### src/rtl/bpm_pkg.sv
package bpm_pkg;
    localparam int NUM_BP  = 4;
    localparam int DATA_W  = 32;
    localparam int SEL_W   = 3;

    localparam logic [SEL_W-1:0] SEL_STS  = 3'd6;
    localparam logic [SEL_W-1:0] SEL_CTRL = 3'd7;

    localparam int GD_BIT  = 13;
    localparam int BD_BIT  = 13;
    localparam int FLD_LO  = 16;
    localparam int FLD_W   = 4;

    localparam logic [DATA_W-1:0] CTRL_MASK = 32'hFFFF_23FF;
    localparam logic [DATA_W-1:0] STS_MASK  = 32'h0000_E00F;

    localparam logic [1:0] KIND_FETCH = 2'b00;
    localparam logic [1:0] KIND_WRITE = 2'b01;
    localparam logic [1:0] KIND_READ  = 2'b10;
    localparam logic [1:0] KIND_NONE  = 2'b11;

    localparam logic [1:0] TY_EXEC  = 2'b00;
    localparam logic [1:0] TY_WRITE = 2'b01;
    localparam logic [1:0] TY_NEVER = 2'b10;
    localparam logic [1:0] TY_RW    = 2'b11;

    localparam logic [1:0] LEN_1  = 2'b00;
    localparam logic [1:0] LEN_2  = 2'b01;
    localparam logic [1:0] LEN_1X = 2'b10;
    localparam logic [1:0] LEN_4  = 2'b11;

    typedef enum logic {
        ST_IDLE = 1'b0,
        ST_TRAP = 1'b1
    } trap_st_t;
endpackage

### src/rtl/bpm_match.sv
module bpm_match
    import bpm_pkg::*;
(
    input  logic              clk,
    input  logic              rst_n,
    input  logic [DATA_W-1:0] bp_addr,
    input  logic [1:0]        bp_type,
    input  logic [1:0]        bp_len,
    input  logic              acc_valid,
    input  logic [DATA_W-1:0] acc_addr,
    input  logic [1:0]        acc_kind,
    output logic              hit
);
    logic [DATA_W-1:0] keep_mask;
    logic              addr_eq;
    logic              type_ok;

    always_comb begin
        unique case (bp_len)
            LEN_2:   keep_mask = ~{{(DATA_W-1){1'b0}}, 1'b1};
            LEN_4:   keep_mask = ~{{(DATA_W-2){1'b0}}, 2'b11};
            default: keep_mask = '1;
        endcase
    end

    assign addr_eq = ((acc_addr ^ bp_addr) & keep_mask) == '0;

    always_comb begin
        unique case (bp_type)
            TY_EXEC:  type_ok = (acc_kind == KIND_FETCH) && (bp_len == LEN_1);
            TY_WRITE: type_ok = (acc_kind == KIND_WRITE);
            TY_RW:    type_ok = (acc_kind == KIND_WRITE) || (acc_kind == KIND_READ);
            default:  type_ok = 1'b0;
        endcase
    end

    assign hit = acc_valid && (acc_kind != KIND_NONE) && addr_eq && type_ok;

    // an execute breakpoint only fires with a one-byte length
    assert_exec_len_R5: assert property (@(posedge clk) disable iff (!rst_n)
        (hit && bp_type == TY_EXEC) |-> (bp_len == LEN_1 && acc_kind == KIND_FETCH));
    // the never-match type produces no hit
    assert_never_type_R5: assert property (@(posedge clk) disable iff (!rst_n)
        (bp_type == TY_NEVER) |-> !hit);
endmodule

### src/rtl/bpm_regs.sv
module bpm_regs
    import bpm_pkg::*;
(
    input  logic                          clk,
    input  logic                          rst_n,
    input  logic [SEL_W-1:0]              sel,
    input  logic                          wr,
    input  logic                          rd,
    input  logic [DATA_W-1:0]             wdata,
    input  logic [NUM_BP-1:0]             hit,
    output logic [DATA_W-1:0]             rdata,
    output logic [NUM_BP-1:0][DATA_W-1:0] bp_addr,
    output logic [NUM_BP-1:0][1:0]        bp_type,
    output logic [NUM_BP-1:0][1:0]        bp_len,
    output logic [NUM_BP-1:0]             bp_en,
    output logic                          gd_trip
);
    logic [NUM_BP-1:0][DATA_W-1:0] addr_q;
    logic [DATA_W-1:0]             ctrl_q;
    logic [DATA_W-1:0]             sts_q;
    logic [DATA_W-1:0]             sts_next;
    logic                          wr_ok;
    logic                          sts_wr;

    assign gd_trip = ctrl_q[GD_BIT] && (wr || rd);
    assign wr_ok   = wr && !gd_trip;
    assign sts_wr  = wr_ok && (sel == SEL_STS);

    for (genvar i = 0; i < NUM_BP; i++) begin : g_bp
        always_ff @(posedge clk) begin
            if (!rst_n)
                addr_q[i] <= '0;
            else if (wr_ok && sel == SEL_W'(i))
                addr_q[i] <= wdata;
        end
        assign bp_addr[i] = addr_q[i];
        assign bp_en[i]   = ctrl_q[2*i] || ctrl_q[2*i+1];
        assign bp_type[i] = ctrl_q[FLD_LO + FLD_W*i +: 2];
        assign bp_len[i]  = ctrl_q[FLD_LO + FLD_W*i + 2 +: 2];
    end

    always_ff @(posedge clk) begin
        if (!rst_n)
            ctrl_q <= '0;
        else if (gd_trip)
            ctrl_q[GD_BIT] <= 1'b0;
        else if (wr_ok && sel == SEL_CTRL)
            ctrl_q <= wdata & CTRL_MASK;
    end

    always_comb begin
        sts_next = sts_q;
        if (sts_wr)
            sts_next = wdata & STS_MASK;
        if (gd_trip)
            sts_next[BD_BIT] = 1'b1;
        sts_next[NUM_BP-1:0] = sts_next[NUM_BP-1:0] | hit;
    end

    always_ff @(posedge clk) begin
        if (!rst_n)
            sts_q <= '0;
        else
            sts_q <= sts_next;
    end

    always_comb begin
        rdata = '0;
        if (rd && !gd_trip) begin
            unique case (sel)
                3'd0, 3'd1, 3'd2, 3'd3: rdata = addr_q[sel[1:0]];
                SEL_STS:                rdata = sts_q;
                SEL_CTRL:               rdata = ctrl_q;
                default:                rdata = '0;
            endcase
        end
    end

    // reserved control bits never become set
    assert_ctrl_rsvd_R3: assert property (@(posedge clk) disable iff (!rst_n)
        (ctrl_q & ~CTRL_MASK) == '0);
    // hit flags do not clear without a status write
    assert_sticky_R6: assert property (@(posedge clk) disable iff (!rst_n)
        !sts_wr |=> ((sts_q[NUM_BP-1:0] & $past(sts_q[NUM_BP-1:0])) == $past(sts_q[NUM_BP-1:0])));
    // a refused access clears protection and flags it
    assert_gd_block_R8: assert property (@(posedge clk) disable iff (!rst_n)
        gd_trip |=> (!ctrl_q[GD_BIT] && sts_q[BD_BIT]));
    // a refused write leaves the breakpoint addresses alone
    assert_gd_nowrite_R8: assert property (@(posedge clk) disable iff (!rst_n)
        gd_trip |=> $stable(addr_q));
endmodule

### src/rtl/bp_match_unit.sv
module bp_match_unit
    import bpm_pkg::*;
(
    input  logic              clk,
    input  logic              rst_n,
    input  logic [2:0]        reg_sel,
    input  logic              reg_wr,
    input  logic              reg_rd,
    input  logic [31:0]       reg_wdata,
    output logic [31:0]       reg_rdata,
    input  logic              acc_valid,
    input  logic [31:0]       acc_addr,
    input  logic [1:0]        acc_kind,
    output logic              trap_req
);
    logic [NUM_BP-1:0][DATA_W-1:0] bp_addr;
    logic [NUM_BP-1:0][1:0]        bp_type;
    logic [NUM_BP-1:0][1:0]        bp_len;
    logic [NUM_BP-1:0]             bp_en;
    logic [NUM_BP-1:0]             hit;
    logic                          gd_trip;
    logic                          fire;
    trap_st_t                      state_q, state_d;

    bpm_regs u_regs (
        .clk     (clk),
        .rst_n   (rst_n),
        .sel     (reg_sel),
        .wr      (reg_wr),
        .rd      (reg_rd),
        .wdata   (reg_wdata),
        .hit     (hit),
        .rdata   (reg_rdata),
        .bp_addr (bp_addr),
        .bp_type (bp_type),
        .bp_len  (bp_len),
        .bp_en   (bp_en),
        .gd_trip (gd_trip)
    );

    for (genvar i = 0; i < NUM_BP; i++) begin : g_cmp
        bpm_match u_match (
            .clk       (clk),
            .rst_n     (rst_n),
            .bp_addr   (bp_addr[i]),
            .bp_type   (bp_type[i]),
            .bp_len    (bp_len[i]),
            .acc_valid (acc_valid),
            .acc_addr  (acc_addr),
            .acc_kind  (acc_kind),
            .hit       (hit[i])
        );
    end

    assign fire = (|(hit & bp_en)) || gd_trip;

    always_comb begin
        state_d = state_q;
        unique case (state_q)
            ST_IDLE: state_d = fire ? ST_TRAP : ST_IDLE;
            ST_TRAP: state_d = fire ? ST_TRAP : ST_IDLE;
            default: state_d = ST_IDLE;
        endcase
    end

    always_ff @(posedge clk) begin
        if (!rst_n)
            state_q <= ST_IDLE;
        else
            state_q <= state_d;
    end

    always_comb begin
        trap_req = (state_q == ST_TRAP);
    end

    // an enabled match raises the trap next cycle
    assert_trap_on_hit_R7: assert property (@(posedge clk) disable iff (!rst_n)
        (|(hit & bp_en)) |=> trap_req);
    // no trap without a cause in the previous cycle
    assert_trap_cause_R7: assert property (@(posedge clk) disable iff (!rst_n)
        (!(|(hit & bp_en)) && !gd_trip) |=> !trap_req);
    // a refused access raises the trap next cycle
    assert_gd_trap_R8: assert property (@(posedge clk) disable iff (!rst_n)
        gd_trip |=> trap_req);
endmodule

### config.mk
export PLATFORM = sky130hd
export DESIGN_NAME = bp_match_unit
export DESIGN_NICKNAME = d
export VERILOG_FILES = /design/src/rtl/bpm_pkg.sv /design/src/rtl/bpm_match.sv /design/src/rtl/bpm_regs.sv /design/src/rtl/bp_match_unit.sv
export SDC_FILE = /design/constraint.sdc
export NUM_CORES = 1
export LEC_CHECK = 0
export BUFFER_PORTS_ARGS = -buffer_cell sky130_fd_sc_hd__buf_2
export CAP_MARGIN = 20
export CORE_MARGIN = 3
export CORE_UTILIZATION = 30
export CTS_CLUSTER_DIAMETER = 200
export DETAILED_ROUTE_END_ITERATION = 8
export PLACE_DENSITY_LB_ADDON = 0.3
export SETUP_SLACK_MARGIN = 0.3
export SLEW_MARGIN = 20
export SYNTH_ARGS = -nofsm -noshare
export SYNTH_HDL_FRONTEND = slang
export SYNTH_SLANG_ARGS = --single-unit
### constraint.sdc
create_clock -name clk -period 3.6 [get_ports clk]
set_input_delay 1.08 -clock clk [delete_from_list [all_inputs] [get_ports clk]]
set_output_delay 1.08 -clock clk [all_outputs]
set_load 0.05 [all_outputs]
==> results of run 1 <==
[state kept, by name, summed over array words and instances (netlist names)]
| signal | count |
|---|---|
| u_regs.sts_q | 7 |
| u_regs.ctrl_q | 27 |
| u_regs.bp_addr | 128 |
| trap_req | 1 |
[what timing repair did]
item / CTS / global route
gates cloned: 2 / 0
pin swaps: 26 / 25
gates resized for setup: 90 / 5
setup buffers: 3 / 0
endpoints found under the setup margin: 32 / 32
[report_power, final]
group / switching, mW / internal [mW]
Clock: 0.805 / 1.08
Sequential: 0.0405 / 1.84
Combinational: 0.378 / 0.247
[kinds of logic (layout without fill, tap and decap cells)]
group | after synthesis | after routing | share of synthesized area [%]
compound gates | 212 | 212 | 17.2
xor+xnor | 123 | 123 | 12.2
fa+ha+maj | 3 | 3 | 0.409
buf+inv | 98 | 195 | 5.42
flops | 163 | 163 | 35.6
mux | 45 | 45 | 9.38
simple gates | 431 | 431 | 19.8
[stage by stage]
step           setup TNS [ns]  hold WS, ns
2_1_floorplan               0        0.446
3_3_place_gp          -0.0295        0.457
3_5_place_dp          -0.0421        0.469
4_1_cts                     0        0.478
5_1_grt                     0        0.505
6_report                    0        0.472
[area by class of cell]
cell class | count | area (um2)
Clock buffer | 20 | 467
Clock inverter | 11 | 126
Inverter | 9 | 33.8
Tap cell | 390 | 488
Multi-Input combinational cell | 814 | 5830
Sequential cell | 163 | 3260
Timing Repair Buffer | 155 | 1360
Fill cell | 3007 | 18300
[routing by layer]
| metal | part of all wire, % | track usage, % |
|---|---|---|
| met1 | 45 | 29.5 |
| met2 | 45 | 32.4 |
| met3 | 7.4 | 3.81 |
| met4 | 2.8 | 6.97 |
| met5 | 0 | 0 |
[tightest hold or removal path: cells and delay by family (launching register included)]
| kind | cells | cell delay (ns) |
|---|---|---|
| flops | 1 | 0.32 |
| simple gates | 1 | 0.06 |
| compound gates | 1 | 0.05 |
[worst min path at each step]
stage | start | end | slack (ns)
floorplan | u_regs.ctrl_q[9] | u_regs.ctrl_q[9] | 0.45
detailed placement | u_regs.ctrl_q[9] | u_regs.ctrl_q[9] | 0.47
CTS | u_regs.ctrl_q[9] | u_regs.ctrl_q[9] | 0.48
finish | u_regs.ctrl_q[9] | u_regs.ctrl_q[9] | 0.47
global route | u_regs.bp_addr[95] | u_regs.bp_addr[95] | 0.50
global placement | u_regs.ctrl_q[9] | u_regs.ctrl_q[9] | 0.46
[synthesized netlist by cell type (9+ instances only)]
| cell type | number |
|---|---|
| sky130_fd_sc_hd__xnor2_1 | 71 |
| sky130_fd_sc_hd__a21boi_1 | 36 |
| sky130_fd_sc_hd__clkbuf_1 | 40 |
| sky130_fd_sc_hd__buf_2 | 33 |
| sky130_fd_sc_hd__inv_1 | 9 |
| sky130_fd_sc_hd__a22oi_1 | 23 |
| sky130_fd_sc_hd__nand3_1 | 12 |
| sky130_fd_sc_hd__xor2_1 | 46 |
| sky130_fd_sc_hd__nor4_1 | 15 |
| sky130_fd_sc_hd__mux4_2 | 32 |
| sky130_fd_sc_hd__dfxtp_1 | 163 |
| sky130_fd_sc_hd__a21boi_0 | 122 |
| sky130_fd_sc_hd__nor2_1 | 34 |
| sky130_fd_sc_hd__a21oi_1 | 12 |
| sky130_fd_sc_hd__nand2_1 | 324 |
| sky130_fd_sc_hd__nand4_1 | 21 |
==> impl_metrics.tcl, run 1 <==
set metrics [dict create \
    tritoncts_num_sinks 163 \
    count_of_buffers_from_port_buffering 106 \
    mapped_nets 1152 \
    clk_transition_reported_paths_ns 0.06 \
    max_freq_mhz 294 \
    diodes 0 \
    total_grt_overflow 0 \
    crit_cells 7 \
    routed_via_density 5.27 \
    synthesis.yosys.warnings 0 \
    crit_arrival_ns 2.32 \
    antenna_found_initial 0 \
    avgRoutedWirePerCell_um 22.3 \
    setup.worst_path.end "reg_rdata[18]" \
    cpLargestDelayFamily "buffers and inverters" \
    yosys.area.top_type "sky130_fd_sc_hd__dfxtp_1" \
    post_synth.cell_area_avg_um2 8.53 \
    crit_slowest_cell "sky130_fd_sc_hd__mux4_2" \
    setup_viol 0 \
    hold_viol_final 0 \
    worst_hold_path.num_cells 2 \
    power.ir.vdd_worst_uv 308 \
    synth_top_cells_by_area "sky130_fd_sc_hd__dfxtp_1 (36%), sky130_fd_sc_hd__nand2_1 (13%), sky130_fd_sc_hd__a21boi_0 (10%)" \
    core.rowCount 63 \
    dpl.cell_count 1526 \
    start_util_pct 30.7 \
    final_layout_size_suffix_gt1_share_pct 25.5 \
    reg2regPathDepth 7 \
    path_cells "buf_12 -> buf_12 -> mux4_2 -> a22oi_2 -> buf_4 -> nor2_4 -> buf_6" \
    die_x_um 181 \
    via_count 8227 \
    criticalPathCategory "in -> out" \
    commonest_non_fill_non_tap_cells_in_the_layout "sky130_fd_sc_hd__nand2_1 (317), sky130_fd_sc_hd__dfxtp_1 (163), sky130_fd_sc_hd__a21boi_0 (122)" \
    ys_dominant_reg_cell "sky130_fd_sc_hd__dfxtp_1" \
    startpoint "reg_sel[1]" \
    netlist_instances 1075 \
    ios 107 \
    final_cell_area_um2 11600 \
    synth_largest_type_area_fraction_pct 35.6 \
    post_synth_num_cell_types 50 \
    drt_pre_antenna_iters 5 \
    cp_common_cell "sky130_fd_sc_hd__buf_12" \
    cts_root_buffer "sky130_fd_sc_hd__clkbuf_16" \
    total_power_mw 4.39 \
    largest_net_degree_at_the_start_of_global_routing 72 \
    core_area_um2 29900 \
    ys_seq_area_share_pct 35.6 \
    dpl_worst_slack_ns -0.0421 \
    maxSlewViolCount 0 \
    outcome "completed" \
    worst_path_largest_cell_delay_ns 0.51 \
    globalplace.congestion 0.978 \
    grt.total_usage_pct 21.0 \
    grt_setup_unrepaired "true" \
    layoutNonFillerInstCount 1562 \
    max-slew-margin-rel_pct 62.2 \
    timing.critical_path.to_type "output port" \
    drc_marker_count_from_the_first_detailed_route_iteration 724 \
    cts_max_path_buffers 2 \
    startpoint_type "input pin" \
    critical_path.reg2reg.startpoint "u_regs.bp_addr[106]" \
    cap_viol_max_count 0 \
    die_area_um2 32700 \
    timing.critical_path.required_ns 2.52 \
    holdCritPathClass "reg -> reg" \
    synth_edf_count 0 \
    post-route-worst-setup-slack_ns 0.201 \
    number_of_global_route_vias_before_repair 7914 \
    measured_slew_at_the_worst_slew_check_pin_ns 0.562 \
    numCtsBuffers 17 \
    ctsHoldBuffers 0 \
    area.growth.synth_to_final_pct 26.1 \
    cts-htree-levels 4 \
    layout_worst_path_cycle_share_pct 94.4 \
    worstPathBufferInverterCount 4 \
    clock_latency_ns 0.43 \
    reg2reg_capture_point "trap_req" \
    power_per_cell_area_nw_per_um2 380 \
    synth.ff_latch_count 163 \
    drc 0 \
    grt_pass1_wl_um 51900 \
    finish.utilization_pct 38.7 \
    post_dp_cell_area_um2 10600 \
    finClkSkew_ns 0.00599 \
    cp_max_fo 7 \
    fin_nets 1237 \
    dp_hpwl_um 25400 \
    commonest_non_fill_non_tap_cell_in_the_layout "sky130_fd_sc_hd__nand2_1" \
    synthesized_cell_area_um2 9170 \
    tritoncts "yes" \
    die_h_um 181 \
    leakage_nw 3.98 \
    async_sr_flop_fraction_pct 0 \
    r2r_setup_slack_ns 1.32 \
    ant_nets 0 \
    final.min_clock_period_ns 3.40 \
    routed_wirelength_um 34800 \
]
No activity file was read; power rests on OpenSTA's default activity.
==> run 2, diff against run 1 <==
--- a/config.mk
+++ b/config.mk
@@ -7,6 +7,8 @@
 export LEC_CHECK = 0
 export BUFFER_PORTS_ARGS = -buffer_cell sky130_fd_sc_hd__buf_2
 export CAP_MARGIN = 20
+export CELL_PAD_IN_SITES_DETAIL_PLACEMENT = 0
+export CELL_PAD_IN_SITES_GLOBAL_PLACEMENT = 1
 export CORE_MARGIN = 3
 export CORE_UTILIZATION = 30
 export CTS_CLUSTER_DIAMETER = 200
==> run 2 against run 1 <==
Critical path depth stayed put. Combinational power increased by 4.3%. Flip-flop and latch count did not move. Core utilization is 0.30 points higher. Via count fell by 0.79%. Sequential share of layout area decreased by 0.22 points. Maximum frequency down 0.42%. Largest power group is now the clock network. Highest routed layer unchanged.
==> impl_metrics.tcl, run 2 (synthesis gave the netlist of run 1 again) <==
set metrics [dict create \
    timing.critical_path.required_ns 2.52 \
    tritoncts "yes" \
    cts_max_path_buffers 2 \
    commonest_non_fill_non_tap_cell_in_the_layout "sky130_fd_sc_hd__nand2_1" \
    die_h_um 181 \
    power_per_cell_area_nw_per_um2 381 \
    ant_nets 0 \
    core_area_um2 29900 \
    dp_hpwl_um 26500 \
    cts-htree-levels 4 \
    area.growth.synth_to_final_pct 27.1 \
    tns_ns 0 \
    die_area_um2 32700 \
    final_cell_area_um2 11700 \
    tritoncts_num_sinks 163 \
    timing.critical_path.to_type "output port" \
    core.rowCount 63 \
    layoutNonFillerInstCount 1568 \
    max-slew-margin-rel_pct 53.2 \
    numCtsBuffers 17 \
    cp_max_fo 6 \
    layout_worst_path_cycle_share_pct 94.8 \
    measured_slew_at_the_worst_slew_check_pin_ns 0.703 \
    cap_viol_max_count 0 \
    grt_pass1_wl_um 54300 \
    avgRoutedWirePerCell_um 23.6 \
    outcome "completed" \
    post_dp_cell_area_um2 10600 \
    finish.utilization_pct 39.0 \
    diodes 0 \
    max_freq_mhz 293 \
    grt.total_usage_pct 22.3 \
    startpoint_type "input pin" \
    largest_net_degree_at_the_start_of_global_routing 164 \
    grt_setup_unrepaired "true" \
    criticalPathCategory "in -> out" \
    cts_root_buffer "sky130_fd_sc_hd__clkbuf_16" \
    ctsHoldBuffers 0 \
    maxSlewViolCount 0 \
    drc_marker_count_from_the_first_detailed_route_iteration 718 \
    routed_wirelength_um 37000 \
    clk_transition_reported_paths_ns 0.07 \
    crit_arrival_ns 2.33 \
    setup_viol 0 \
    globalplace.congestion 0.925 \
    drc 0 \
    final.min_clock_period_ns 3.41 \
    routed_via_density 5.21 \
    finClkSkew_ns 0.00946 \
    drt_pre_antenna_iters 7 \
    total_grt_overflow 0 \
    antenna_found_initial 0 \
    start_util_pct 30.7 \
    fin_nets 1242 \
    final_layout_size_suffix_gt1_share_pct 25.9 \
    leakage_nw 4.02 \
    count_of_buffers_from_port_buffering 106 \
    largest_register_ffs 128 \
    dpl.cell_count 1527 \
    ios 107 \
    number_of_global_route_vias_before_repair 7928 \
    hold_viol_final 0 \
    die_x_um 181 \
    holdCritPathClass "reg -> reg" \
    clock_latency_ns 0.44 \
    power.ir.vdd_worst_uv 292 \
    commonest_non_fill_non_tap_cells_in_the_layout "sky130_fd_sc_hd__nand2_1 (318), sky130_fd_sc_hd__dfxtp_1 (163), sky130_fd_sc_hd__a21boi_0 (122)" \
    via_count 8162 \
]
-- run 2: layer usage --
metal  track usage [%]  vias to the layer above  part of all wire (%)
met5                 0                        -                     0
met4              6.85                        0                   2.6
met3              3.83                       49                   5.2
met2              35.2                      240                    46
met1              31.1                     4057                    46
li1                  -                     3816                     -
-- run 2: worst paths after layout --
check                           start  slack, ns                to  depth (start not counted)
setup / recovery           reg_sel[1]       0.19     reg_rdata[24]                          7
hold / removal       u_regs.ctrl_q[9]       0.47  u_regs.ctrl_q[9]                          2
setup reg to reg  u_regs.bp_addr[106]       1.39          trap_req                          6
hold reg to reg      u_regs.ctrl_q[9]       0.47  u_regs.ctrl_q[9]                          2
-- run 2: through the flow --
stage	hold WS, ns	power, mW	setup slack, ns
detailed placement	0.460	2.53	-0.00695
global placement	0.460	2.53	-0.0190
finish	0.466	4.44	0.187
CTS	0.469	4.45	0.180
floorplan	0.446	2.26	0.242
global route	0.493	4.58	0.152
-- run 2: worst max-delay path, stage by stage --
cell                      delay (ns)
sky130_fd_sc_hd__buf_16         0.13
sky130_fd_sc_hd__buf_12         0.15
sky130_fd_sc_hd__mux4_2         0.50
sky130_fd_sc_hd__a22oi_2        0.14
sky130_fd_sc_hd__buf_4          0.14
sky130_fd_sc_hd__nor2_4         0.03
sky130_fd_sc_hd__buf_6          0.14
-- run 2: final cells by class --
| class | count | area [um2] |
|---|---|---|
| Fill cell | 3007 | 18200 |
| Multi-Input combinational cell | 814 | 5840 |
| Sequential cell | 163 | 3260 |
| Timing Repair Buffer | 160 | 1440 |
| Tap cell | 390 | 488 |
| Clock buffer | 17 | 425 |
| Clock inverter | 15 | 170 |
| Inverter | 9 | 33.8 |
-- run 2: power by group --
part / internal (mW) / leakage, nW / switching [mW]
combinational: 0.259 / 2.41 / 0.392
sequential: 1.84 / 1.32 / 0.0411
clock: 1.04 / 0.288 / 0.865
total: 3.14 / 4.02 / 1.30
-- run 2: what timing repair did --
| item | 4_1_cts | 5_1_grt |
|---|---|---|
| setup buffers | 6 | 0 |
| pin swaps | 18 | 15 |
| gates resized for setup | 78 | 12 |
| cloned | 3 | 0 |
| endpoints found under the setup margin | 32 | 32 |
